### config.mk
export PLATFORM = sky130hd
export DESIGN_NAME = irq_flag_hub
export DESIGN_NICKNAME = d
export VERILOG_FILES = /design/src/rtl/irq_flag_hub.sv
export SDC_FILE = /design/constraint.sdc
export NUM_CORES = 1
export LEC_CHECK = 0
export ABC_AREA = 1
export BUFFER_PORTS_ARGS = -buffer_cell sky130_fd_sc_hd__buf_4
export CAP_MARGIN = 20
export CORE_MARGIN = 10
export CORE_UTILIZATION = 50
export DETAILED_ROUTE_END_ITERATION = 10
export PLACE_DENSITY = 0.95
export SYNTH_ARGS = -nofsm -noshare
export SYNTH_HDL_FRONTEND = slang
export SYNTH_SLANG_ARGS = --single-unit
### constraint.sdc
create_clock -name clk -period 2.45 [get_ports clk]
set_input_delay 0 -clock clk [delete_from_list [all_inputs] [get_ports clk]]
set_output_delay 0 -clock clk [all_outputs]
set_load 0.005 [all_outputs]
### src/rtl/irq_flag_hub.sv
module irq_flag_hub #(
  parameter int NSM = 4
) (
  input  logic                         clk,
  input  logic                         rst_n,
  input  logic [NSM-1:0]               sm_issue,
  input  logic [NSM-1:0][2:0]          sm_opcode,
  input  logic [NSM-1:0][7:0]          sm_operand,
  output logic [NSM-1:0]               sm_stall,
  input  logic [NSM-1:0]               tx_not_full,
  input  logic [NSM-1:0]               rx_not_empty,
  input  logic                         host_clr_we,
  input  logic [7:0]                   host_clr_bits,
  input  logic [1:0][4+2*NSM-1:0]      line_en,
  output logic [7:0]                   flags,
  output logic [1:0]                   irq_line
);
  localparam int NFLAG = 8;
  localparam int SRCW  = 4 + 2*NSM;

  logic [NSM-1:0]            pend;
  logic [NSM-1:0]            pend_nxt;
  logic [NSM-1:0][NFLAG-1:0] set_v;
  logic [NSM-1:0][NFLAG-1:0] clr_v;
  logic [NFLAG-1:0]          set_all;
  logic [NFLAG-1:0]          clr_all;
  logic [SRCW-1:0]           src;

  for (genvar g = 0; g < NSM; g++) begin : g_sm
    logic [7:0] op;
    logic [2:0] tgt;
    logic       is_irq, is_wait, is_set, hold, hit;
    assign op      = sm_operand[g];
    assign tgt     = op[4] ? {op[2], 2'(op[1:0] + 2'(g))} : op[2:0];
    assign is_irq  = sm_issue[g] && sm_opcode[g] == 3'b110 && !op[3];
    assign is_wait = sm_issue[g] && sm_opcode[g] == 3'b001 && op[6:5] == 2'b10 && !op[3];
    assign is_set  = is_irq && !op[6];
    assign hold    = is_set && op[5] && (!pend[g] || flags[tgt]);
    assign hit     = is_wait && (flags[tgt] == op[7]);
    assign sm_stall[g] = hold || (is_wait && !hit);
    assign pend_nxt[g] = hold;
    assign set_v[g] = (is_set && !(op[5] && pend[g])) ? NFLAG'(1) << tgt : '0;
    assign clr_v[g] = ((is_irq && op[6]) || (hit && op[7])) ? NFLAG'(1) << tgt : '0;
  end

  always_comb begin
    set_all = '0;
    clr_all = host_clr_we ? host_clr_bits : '0;
    for (int i = 0; i < NSM; i++) begin
      set_all = set_all | set_v[i];
      clr_all = clr_all | clr_v[i];
    end
  end

  always_ff @(posedge clk) begin
    if (!rst_n) begin
      flags <= '0;
      pend  <= '0;
    end else begin
      flags <= (flags & ~clr_all) | set_all;
      pend  <= pend_nxt;
    end
  end

  assign src = {rx_not_empty, tx_not_full, flags[3:0]};

  for (genvar k = 0; k < 2; k++) begin : g_line
    assign irq_line[k] = |(src & line_en[k]);
  end
endmodule

== Word level (Yosys, flattened, before mapping) ==
Index checks and enable logic that the tools add are counted.
Word-level totals
  logic and storage cells: 151
  register bits after elaboration: 12
  input bits: 91
Cells by class
  muxes and demuxes: 20
  reductions and logical operators: 90
  bitwise logic cells: 12
  add/sub/neg operators: 3
  equality and inequality tests: 16
  shifts and indexed selects: 4
  order comparisons: 4
Operators with widths (count)
  $mux W8: 9
  $or A8 B8 Y8: 8
  $logic_and A1 B1 Y1: 56
  $shl A1 B3 Y8 const A: 4
  $and A12 B12 Y12: 2
  $reduce_or A12 Y1: 2
  $logic_not A1 Y1: 20
  $lt A3 B4 Y1 const B: 4
  $bmux W1 S3: 4
  $eq A3 B1 Y1 const B: 4
  $eq A3 B3 Y1 const B: 4
  $logic_or A1 B1 Y1: 12
  $and A8 B8 Y8: 1
  $eq A2 B2 Y1 const B: 4
  $not A8 Y8: 1
  $mux W2: 3
  $add A2 B2 Y2 const B: 2
  $eq A1 B1 Y1: 4
  $mux W1: 4
  $add A2 B1 Y2 const B: 1

== Longest topological paths before layout ==
Gate-level depths: netlist of the first run.
  word-level depth: 15
  depth in mapped cells: 15
  gate-level depth less buffers: 15

== Least setup slack after synthesis of the first run ==
OpenSTA, ideal clock, no wires.
  path kind: register to register
  from: register flags[2]
  to: register flags[6]
  stages on the path, launching flop included: 14
  setup slack: 1.033 ns
  data arrival time: 1.290 ns
  library setup time: 0.128 ns
  cell sequence: dfxtp_1 > inv_1 > o21ai_0 > nand2_1 > nand3_1 > nand2_1 > inv_2 > nand3_1 > nand2_2 > nand3_2 > nand2_1 > nor2_1 > nor2_1 > nor2_1
On the way
  longest elaborated chain between the ends: 14
RTL lines
  start: declaration: RTL line 15  | output logic [7:0] flags,
  start signal: assignment: RTL line 60  | flags <= (flags & ~clr_all) | set_all;
  $bmux W1 S3: RTL line 39  | assign hit = is_wait && (flags[tgt] == op[7]);
  $mux W1 (implied by the code): RTL line 39
  $eq A1 B1 Y1: RTL line 39
  $logic_and A1 B1 Y1: RTL line 39
  $logic_and A1 B1 Y1: RTL line 43  | assign clr_v[g] = ((is_irq && op[6]) || (hit && op[7])) ? NFLAG'(1) << tgt : '0;
  $logic_or A1 B1 Y1: RTL line 43
  $mux W8: RTL line 43
  $or A8 B8 Y8 (3 in a row): RTL line 51  | clr_all = clr_all | clr_v[i];
  $or A8 B8 Y8 (*): RTL line 51
  $not A8 Y8 (*): RTL line 60
  $and A8 B8 Y8 (*): RTL line 60
  $or A8 B8 Y8 (*): RTL line 60
Every way passes the cells marked *; elsewhere a longest branch is shown, timed or not. The select of a mux whose other input is x is not followed.
A chain may end at the register's enable or synchronous reset.

== Final worst setup path of the first run ==
  from: register flags[1]
  to: output sm_stall[1]
On the way
  longest elaborated chain between the ends: 7
RTL lines
  $bmux W1 S3 (*): RTL line 38, 39
  $mux W1 (implied by the code) (*): RTL line 38, 39
  $eq A1 B1 Y1: RTL line 39
  $logic_and A1 B1 Y1: RTL line 39
  $logic_not A1 Y1: RTL line 40  | assign sm_stall[g] = hold || (is_wait && !hit);
  $logic_and A1 B1 Y1: RTL line 40
  $logic_or A1 B1 Y1 (*): RTL line 40
  end: declaration: RTL line 9  | output logic [NSM-1:0] sm_stall,
Marks and branches as above.

==> metrics.cfg, run 1 <==
[cts]
cts_tree = built
ctsHoldBuffers = 0
cts_setup_buffers = 0
cts.repair.resized = 0
htreeDepth = 1
root_buffer = clkbuf_8
insertion_delay_ps = 250
path_clk_slew_ps = 60
cts_buffers = 3
ctsLongestPathBuffers = 2
cts_sinks = 12

[power]
p_leak_nw = 1.47
powerDensity_nw_per_um2 = 251
max-vdd-ir-drop_mv = 0.183

[detailed_routing]
avgRoutedWirePerCell_um = 14.8
drt_iter0_drc = 264
dr_total_vias = 2996
route.detailed.drc = 0
drt_wl_total_um = 8190
drtAntennaViolNets = 0
dr.pass1.iters = 5
viasPerCell = 5.43

[floorplan]
die_area_um2 = 6970
chipWidth_um = 83.5
initial_core_util = 0.511
io_pins = 105
die_h_um = 83.5
core_area_um2 = 3940
num_rows = 23

[grt]
grt_pass1_vias = 2888
grt_max_degree = 13
overflow = 0
grt_pass1_wl_um = 13300
antenna_found_initial = 0
grt_use_total = 0.220

[yosys]
synthCells = 401
synth_top_area_share = 0.263
ys_seq_elements = 12
yosysWarningCount = 0
netlist_top_cells_area = nand2_1 (26%), dfxtp_1 (12%), nor2_1 (11%)
synth_top_area_cell = nand2_1
syn_area_um2 = 2020
synth_cell_types = 27
synth.net_count = 492
synth.avg_cell_area_um2 = 5.03
yosysSeqAreaShare = 0.119

[final_layout]
antenna_cells = 0
final_common_cell = nand2_1
final_cell_mix = nand2_1 (141), buf_4 (103), nor2_1 (58)
nNetsFinal = 595
drive_gt1_frac = 0.279
areaGrowthSynthToFinish_pct = 42.3

[critical_path]
crit_chain = inv_1 -> nand3_1 -> nand2_1 -> nand2_1 -> nand3_1 -> nand2_2 -> inv_1 -> nand2_1 -> nand4_1 -> o31ai_1 -> buf_4
critPathBufInv = 3
cp_slowest_cell = dfxtp_1
cpPeakStageDelay_ps = 490
cp-start-kind = flop
cp_common_cell = nand2_1
arrival_ps = 1830
worstPathRequired_ps = 2450
critPathMaxFanout = 7
cp-end-kind = output port
critical_path.top_delay_family = simple AND/OR/NAND/NOR gates
crit_type = flop to output port

[sta]
min_period_over_period = 0.748
relSlewSlack = 0.681
tightestPinTransition_ps = 478
hold_slack_ps = 53.4
finalSetupViolCount = 0
min_period_ps = 1830
grt_setup_unrepaired = false
maxSlewViolCount = 0
clock_skew_ps = 2.10
finalHoldViolCount = 0
fin_tns_setup_ps = 0
max_freq_ghz = 0.545

[outcome]
status = finished clean

[placement]
portBuffers = 103
dp_hpwl_um = 6970
gp_congestion = 1.00

[job]
cap_violations = 0

[worst_hold_path]
min_path_type = input port to flop

[through the flow]
stage	total power [mW]	utilization	cells	cell area, µm²	worst slack [ps]
2_1_floorplan	0.351	-	401	2020	1030
3_3_place_gp	0.507	0.717	549	2830	721
3_5_place_dp	0.519	0.717	549	2830	725
4_1_cts	0.710	0.727	552	2870	698
5_1_grt	0.755	0.727	552	2870	464
6_report	0.719	0.727	552	2870	616
[metal layers]
metal | part of all wire | global-route usage | wire (µm) | vias to the layer above
li1 | - | - | - | 1498
met1 | 0.39 | 0.250 | 3180 | 1333
met2 | 0.52 | 0.412 | 4220 | 138
met3 | 0.071 | 0.0313 | 585 | 27
met4 | 0.025 | 0.0594 | 201 | 0
met5 | 0 | 0 | 0 | -
[layout make-up]
class,instances,area [µm²]
multi-input combinational,328,1540
clock buffer,3,41.3
fill,376,1070
sequential,12,240
tap,50,62.6
timing repair buffer,103,773
inverter,56,210
[cell usage after synthesis]
| cell type | instances |
|---|---|
| a211oi_1 | 1 |
| a21oi_1 | 22 |
| a21oi_2 | 1 |
| a221oi_1 | 6 |
| a22o_1 | 6 |
| buf_2 | 2 |
| buf_4 | 1 |
| clkbuf_1 | 2 |
| dfxtp_1 | 12 |
| inv_1 | 49 |
| inv_2 | 7 |
| nand2_1 | 141 |
| nand2_2 | 18 |
| nand2_4 | 2 |
| nand3_1 | 32 |
| nand3_2 | 4 |
| nand4_1 | 15 |
| nor2_1 | 58 |
| nor3_1 | 4 |
| nor3b_1 | 2 |
| nor4_1 | 1 |
| nor4_2 | 1 |
| o211ai_1 | 2 |
| o21ai_0 | 9 |
| o21ai_1 | 1 |
| o31ai_1 | 1 |
| or2_2 | 1 |
[power breakdown]
group	switching [mW]	internal, mW	total (mW)
clock network	0.0899	0.109	0.199
registers	0.00186	0.196	0.198
logic	0.172	0.151	0.322
[cell families (layout without fill, tap and decap cells)]
kind of cell           count (synthesis)  after routing  synth area share
buffers and inverters                 61            162             0.117
and+or+nand+nor                      279            279             0.613
DFF                                   12             12             0.119
AOI/OAI and AO/OA                     49             49             0.151
[tightest hold or removal path: stages]
cell      delay, ps
buf_4            90
o211ai_1        100
nor2_1           80
[sequential cells by signal, indices dropped and copies added, names as in the netlist]
register	cells
flags	8
pend	4
[path summary, 6_finish.rpt]
| check | cells after the start | start | slack [ps] | endpoint |
|---|---|---|---|---|
| hold reg to reg | 3 | pend[2]$_SDFF_PN0_ | 590 | pend[2]$_SDFF_PN0_ |
| setup reg to reg | 13 | flags[2]$_SDFF_PN0_ | 690 | flags[6]$_SDFF_PN0_ |
| hold / removal | 3 | sm_operand[5] | 50 | pend[0]$_SDFF_PN0_ |
| setup / recovery | 11 | flags[1]$_SDFF_PN0_ | 620 | sm_stall[1] |
Power figures use the tool's default switching activity.
==> inputs of run 2 (changes only) <==
--- a/config.mk
+++ b/config.mk
@@ -9,9 +9,9 @@
 export BUFFER_PORTS_ARGS = -buffer_cell sky130_fd_sc_hd__buf_4
 export CAP_MARGIN = 20
 export CORE_MARGIN = 10
-export CORE_UTILIZATION = 50
+export CORE_UTILIZATION = 46
 export DETAILED_ROUTE_END_ITERATION = 10
-export PLACE_DENSITY = 0.95
+export PLACE_DENSITY = 0.89
 export SYNTH_ARGS = -nofsm -noshare
 export SYNTH_HDL_FRONTEND = slang
 export SYNTH_SLANG_ARGS = --single-unit
==> constraint.sdc (replaced) <==
create_clock -name clk -period 1.7 [get_ports clk]
set_input_delay 0 -clock clk [delete_from_list [all_inputs] [get_ports clk]]
set_output_delay 0 -clock clk [all_outputs]
set_load 0.005 [all_outputs]
==> run 2 against run 1 <==
Power grew 43%. Sequential share of layout area rose by 0.18 points. Flip-flop and latch count unchanged. Largest cell class unchanged.
==> metrics.cfg, run 2 (synthesized netlist as in run 1, its figures left out) <==
[outcome]
status = finished clean

[final_layout]
largestRegisters = flags: 8 flops, pend: 4 flops
n_fill_cell = 403
nNetsFinal = 598
largest_reg_flops = 8
areaGrowthSynthToFinish_pct = 45.1
largest-register = flags
drive_gt1_frac = 0.295
antenna_cells = 0
final_cell_mix = nand2_1 (141), buf_4 (105), nor2_1 (58)
final_common_cell = nand2_1

[grt]
antenna_found_initial = 0
grt_use_total = 0.205
grt_max_degree = 13
overflow = 0
grt_pass1_vias = 2844
grt_pass1_wl_um = 13000

[sta]
clock_skew_ps = 4.04
tightestPinTransition_ps = 488
min_period_over_period = 0.936
max_freq_ghz = 0.629
maxSlewViolCount = 0
relSlewSlack = 0.674
min_period_ps = 1590
finalHoldViolCount = 0
finalSetupViolCount = 0
fin_ws_ps = 110

[detailed_routing]
drt_wl_total_um = 8130
viasPerCell = 5.34
drtAntennaViolNets = 0
drt_iter0_drc = 441
dr_total_vias = 2973
dr.pass1.iters = 7
route.detailed.drc = 0
avgRoutedWirePerCell_um = 14.6

[cts]
htreeDepth = 1
cts_tree = built
cts_sinks = 12
ctsLongestPathBuffers = 2
cts_buffers = 3
ctsHoldBuffers = 0
insertion_delay_ps = 250
root_buffer = clkbuf_8
path_clk_slew_ps = 60

[placement]
portBuffers = 103
gp_congestion = 0.960
dp_hpwl_um = 6790
place_ws_ps = 116

[critical_path]
crit_chain = inv_1 -> o21ai_1 -> nand2_1 -> nand3_1 -> nand2_1 -> inv_2 -> nand3_1 -> nand2_4 -> buf_12 -> nand2_1 -> nand4_1 -> a21oi_1
cp-start-kind = flop
cp-end-kind = flop
arrival_ps = 1700
rrSetupSlack_ps = 110
critPathMaxFanout = 7
worstPathRequired_ps = 1810
crit_type = flop to flop
cp_common_cell = nand2_1
cpPeakStageDelay_ps = 360
cp_slowest_cell = dfxtp_1

[power]
p_leak_nw = 1.50
netSwitchingFraction = 0.361
power_frac_comb = 0.451
power_frac_seq = 0.275
power_mw = 1.03
switchingPower_mw = 0.371
p_clk_frac = 0.274
p_int_mw = 0.656
max-vdd-ir-drop_mv = 0.282
powerDensity_nw_per_um2 = 351

[worst_hold_path]
min_path_type = input port to flop

[floorplan]
chipWidth_um = 86.2
num_rows = 24
io_pins = 105
die_h_um = 86.2
initial_core_util = 0.469
die_area_um2 = 7430
core_area_um2 = 4290

[job]
cap_violations = 0

run 2: changes by cell type in the layout (fill, tap and decap cells not counted), sizes merged:
cell | previous run | this run
buf | 103 | 106
run 2: final cells by class:
class	instances	area [µm²]	area share
flip-flops and latches	12	250	0.0855
inverters	56	210	0.0719
well taps	52	65.1	0.0222
clock buffers	3	41.3	0.0141
repair buffers	106	808	0.276
multi-input cells	328	1550	0.530
run 2: critical path: cells and delay by family, from the launching register on:
kind | cells | cell delay (ps)
compound gates | 2 | 210
buf+inv | 3 | 290
flops | 1 | 360
simple gates | 7 | 600
run 2: path summary, 6_finish.rpt:
check / from / end / depth (start not counted)
setup reg to reg: flags[2]$_SDFF_PN0_ / flags[0]$_SDFF_PN0_ / 12
hold reg to reg: pend[0]$_SDFF_PN0_ / pend[0]$_SDFF_PN0_ / 3
hold / removal: sm_operand[5] / pend[0]$_SDFF_PN0_ / 3
setup / recovery: flags[2]$_SDFF_PN0_ / flags[0]$_SDFF_PN0_ / 12
run 2: power by group through the flow:
stage                     combinational, mW  clock, mW  sequential (mW)
after floorplan                       0.214          0            0.291
after global placement                0.440          0            0.291
after detailed placement              0.452          0            0.291
after CTS                             0.454      0.280            0.285
after global routing                  0.510      0.290            0.283
final                                 0.463      0.281            0.282
run 2: timing repair:
action,in CTS,in global routing
setup buffers,0,1
gates resized for setup,0,13
endpoints found under the setup margin,0,11
run 2: per-stage QoR:
stage	hold WS (ps)	setup TNS, ps	util	area [µm²]	instances
6_report	61.3	0	0.681	2930	557
5_1_grt	67.9	-1.56	0.681	2930	557
4_1_cts	64.7	0	0.672	2890	556
3_5_place_dp	306	0	0.662	2840	553
3_3_place_gp	302	0	0.662	2840	553
2_1_floorplan	122	0	-	2020	401
run 2: routing by layer:
layer,part of all wire,GRT usage
met3,0.089,0.0422
met1,0.39,0.253
met5,0,0
met2,0.50,0.354
met4,0.021,0.0515
==> inputs of run 3 (changes only) <==
--- a/config.mk
+++ b/config.mk
@@ -8,8 +8,10 @@
 export ABC_AREA = 1
 export BUFFER_PORTS_ARGS = -buffer_cell sky130_fd_sc_hd__buf_4
 export CAP_MARGIN = 20
+export CELL_PAD_IN_SITES_DETAIL_PLACEMENT = 1
+export CELL_PAD_IN_SITES_GLOBAL_PLACEMENT = 1
 export CORE_MARGIN = 10
-export CORE_UTILIZATION = 46
+export CORE_UTILIZATION = 28
 export DETAILED_ROUTE_END_ITERATION = 10
 export PLACE_DENSITY = 0.89
 export SYNTH_ARGS = -nofsm -noshare
==> constraint.sdc (replaced) <==
create_clock -name clk -period 1.7 [get_ports clk]
set_input_delay 0.34 -clock clk [delete_from_list [all_inputs] [get_ports clk]]
set_output_delay 0.34 -clock clk [all_outputs]
set_load 0.005 [all_outputs]
==> run 3 against run 2 <==
The run now ends with negative setup slack left. Non-clock buffer count grew 47. First-iteration DRC count decreased by 61%. Via count up 11%. Routed wire length grew 37%. Register-to-register slack worse by 150 ps. Utilization is 16 points lower. Critical path depth is 2 lower. Cell count is 16% higher. Maximum frequency decreased by 15%. Clock skew decreased by 2.9 ps. Sequential share of layout area fell by 1.2 points.
==> metrics.cfg, run 3 (synthesized netlist as in run 1, its figures left out) <==
[floorplan]
die_area_um2 = 11000
chipWidth_um = 105
num_rows = 30
initial_core_util = 0.292
io_pins = 105
die_h_um = 105
core_area_um2 = 6910

[job]
cap_violations = 0

[critical_path]
critPathMaxFanout = 4
rr_startpoint = flags[1]$_SDFF_PN0_
cpPeakStageDelay_ps = 330
worstPathRequired_ps = 1360
reg2regPathDepth = 14
crit_type = flop to output port
crit_chain = buf_6 -> nand2_2 -> nand2_1 -> nand2_1 -> nand3_2 -> nand2_2 -> inv_2 -> o211ai_1 -> o21ai_1 -> buf_4
r2r-end = pend[2]$_SDFF_PN0_
cp-end-kind = output port
arrival_ps = 1530
cp_slowest_cell = dfxtp_2
cp-start-kind = flop
rrSetupSlack_ps = -40

[grt]
grt_max_degree = 13
grt_pass1_vias = 3541
antenna_found_initial = 0
overflow = 0
grt_use_total = 0.187
grt_pass1_wl_um = 17500

[power]
switchingPower_mw = 0.429
powerDensity_nw_per_um2 = 325
power_frac_seq = 0.240
max-vdd-ir-drop_mv = 0.365
p_leak_nw = 1.81
power_frac_comb = 0.522
p_int_mw = 0.731
p_clk_frac = 0.237
power_mw = 1.16
netSwitchingFraction = 0.370

[final_layout]
final_cell_mix = buf_4 (142), nand2_1 (126), nor2_1 (52)
largestRegisters = flags: 8 flops, pend: 4 flops
antenna_cells = 0
largest_reg_flops = 8
n_fill_cell = 1008
nNetsFinal = 645
final_common_cell = buf_4
largest-register = flags
areaGrowthSynthToFinish_pct = 77.1
drive_gt1_frac = 0.442
fin_area_um2 = 3570

[cts]
cts_sinks = 12
insertion_delay_ps = 240
path_clk_slew_ps = 60
root_buffer = clkbuf_8
ctsLongestPathBuffers = 2
htreeDepth = 1
ctsHoldBuffers = 0
cts_buffers = 3
cts_tree = built

[sta]
hold_slack_ps = 391
finalHoldViolCount = 0
tightestPinTransition_ps = 507
relSlewSlack = 0.662
max_freq_ghz = 0.535
maxSlewViolCount = 0
fin_ws_ps = -169
min_period_ps = 1870
clock_skew_ps = 1.15
finalSetupViolCount = 7
min_period_over_period = 1.10
grt_setup_unrepaired = true

[worst_hold_path]
min_path_type = input port to flop
hold_path.startpoint = sm_operand[29]
holdPathEnd = pend[3]$_SDFF_PN0_
min_path_cells = 3

[detailed_routing]
route.detailed.drc = 0
drtAntennaViolNets = 0
dr.pass1.iters = 5
avgRoutedWirePerCell_um = 17.1
viasPerCell = 5.10
drt_wl_total_um = 11100
dr_total_vias = 3306
drt_iter0_drc = 172

[placement]
portBuffers = 103
placedInstanceArea_um2 = 3140
gp_congestion = 0.936
dp_hpwl_um = 8510

[outcome]
violations = negative setup slack
status = complete, but fails checks

==> run 3: how the worst max path moves through the flow <==
stage                   startpoint  depth (start not counted)  slack (ps)           to
2_1_floorplan       sm_operand[24]                         11         140  sm_stall[3]
3_3_place_gp        sm_operand[24]                         13        -140  sm_stall[3]
3_5_place_dp        sm_operand[12]                         13        -210  sm_stall[1]
4_1_cts        flags[1]$_SDFF_PN0_                         10        -150  sm_stall[2]
5_1_grt        flags[1]$_SDFF_PN0_                         11        -280  sm_stall[1]
6_report       flags[2]$_SDFF_PN0_                         10        -170  sm_stall[0]
==> run 3: area by class of cell <==
type | instances | area (µm²) | area share
tap | 96 | 120 | 0.0336
multi-input combinational | 328 | 1710 | 0.480
timing repair buffer | 153 | 1200 | 0.337
inverter | 56 | 230 | 0.0645
sequential | 12 | 263 | 0.0736
clock buffer | 3 | 41.3 | 0.0116
==> run 3: critical path, delay by kind of cell (launching register included) <==
kind | cells | cell delay, ps
DFF | 1 | 330
and+or+nand+nor | 5 | 330
buffers and inverters | 3 | 310
AOI/OAI and AO/OA | 2 | 300
==> run 3: through the flow <==
stage	util	instances	setup TNS, ps	worst slack (ps)
2_1_floorplan	-	401	0	142
3_3_place_gp	0.455	628	-350	-141
3_5_place_dp	0.455	628	-1190	-209
4_1_cts	0.499	645	-691	-152
5_1_grt	0.517	648	-1690	-284
6_report	0.517	648	-871	-169
==> run 3: timing repair <==
action | 4_1_cts | 5_1_grt
gates resized for setup | 62 | 35
buffers inserted | 14 | 5
setup endpoints to repair | 6 | 11
pin swaps | 30 | 21
==> run 3: layer usage <==
layer	vias to the layer above	GRT usage	share of wire
met2	121	0.347	0.52
li1	1600	-	-
met1	1570	0.222	0.42
met4	0	0.0206	0.012
met5	-	0	0
met3	15	0.0362	0.048
==> run 3: power groups by stage <==
stage / clock network [mW] / logic (mW) / registers (mW)
floorplan: 0 / 0.214 / 0.291
global placement: 0 / 0.497 / 0.291
detailed placement: 0 / 0.520 / 0.291
CTS: 0.279 / 0.568 / 0.280
global route: 0.294 / 0.663 / 0.279
finish: 0.275 / 0.606 / 0.279
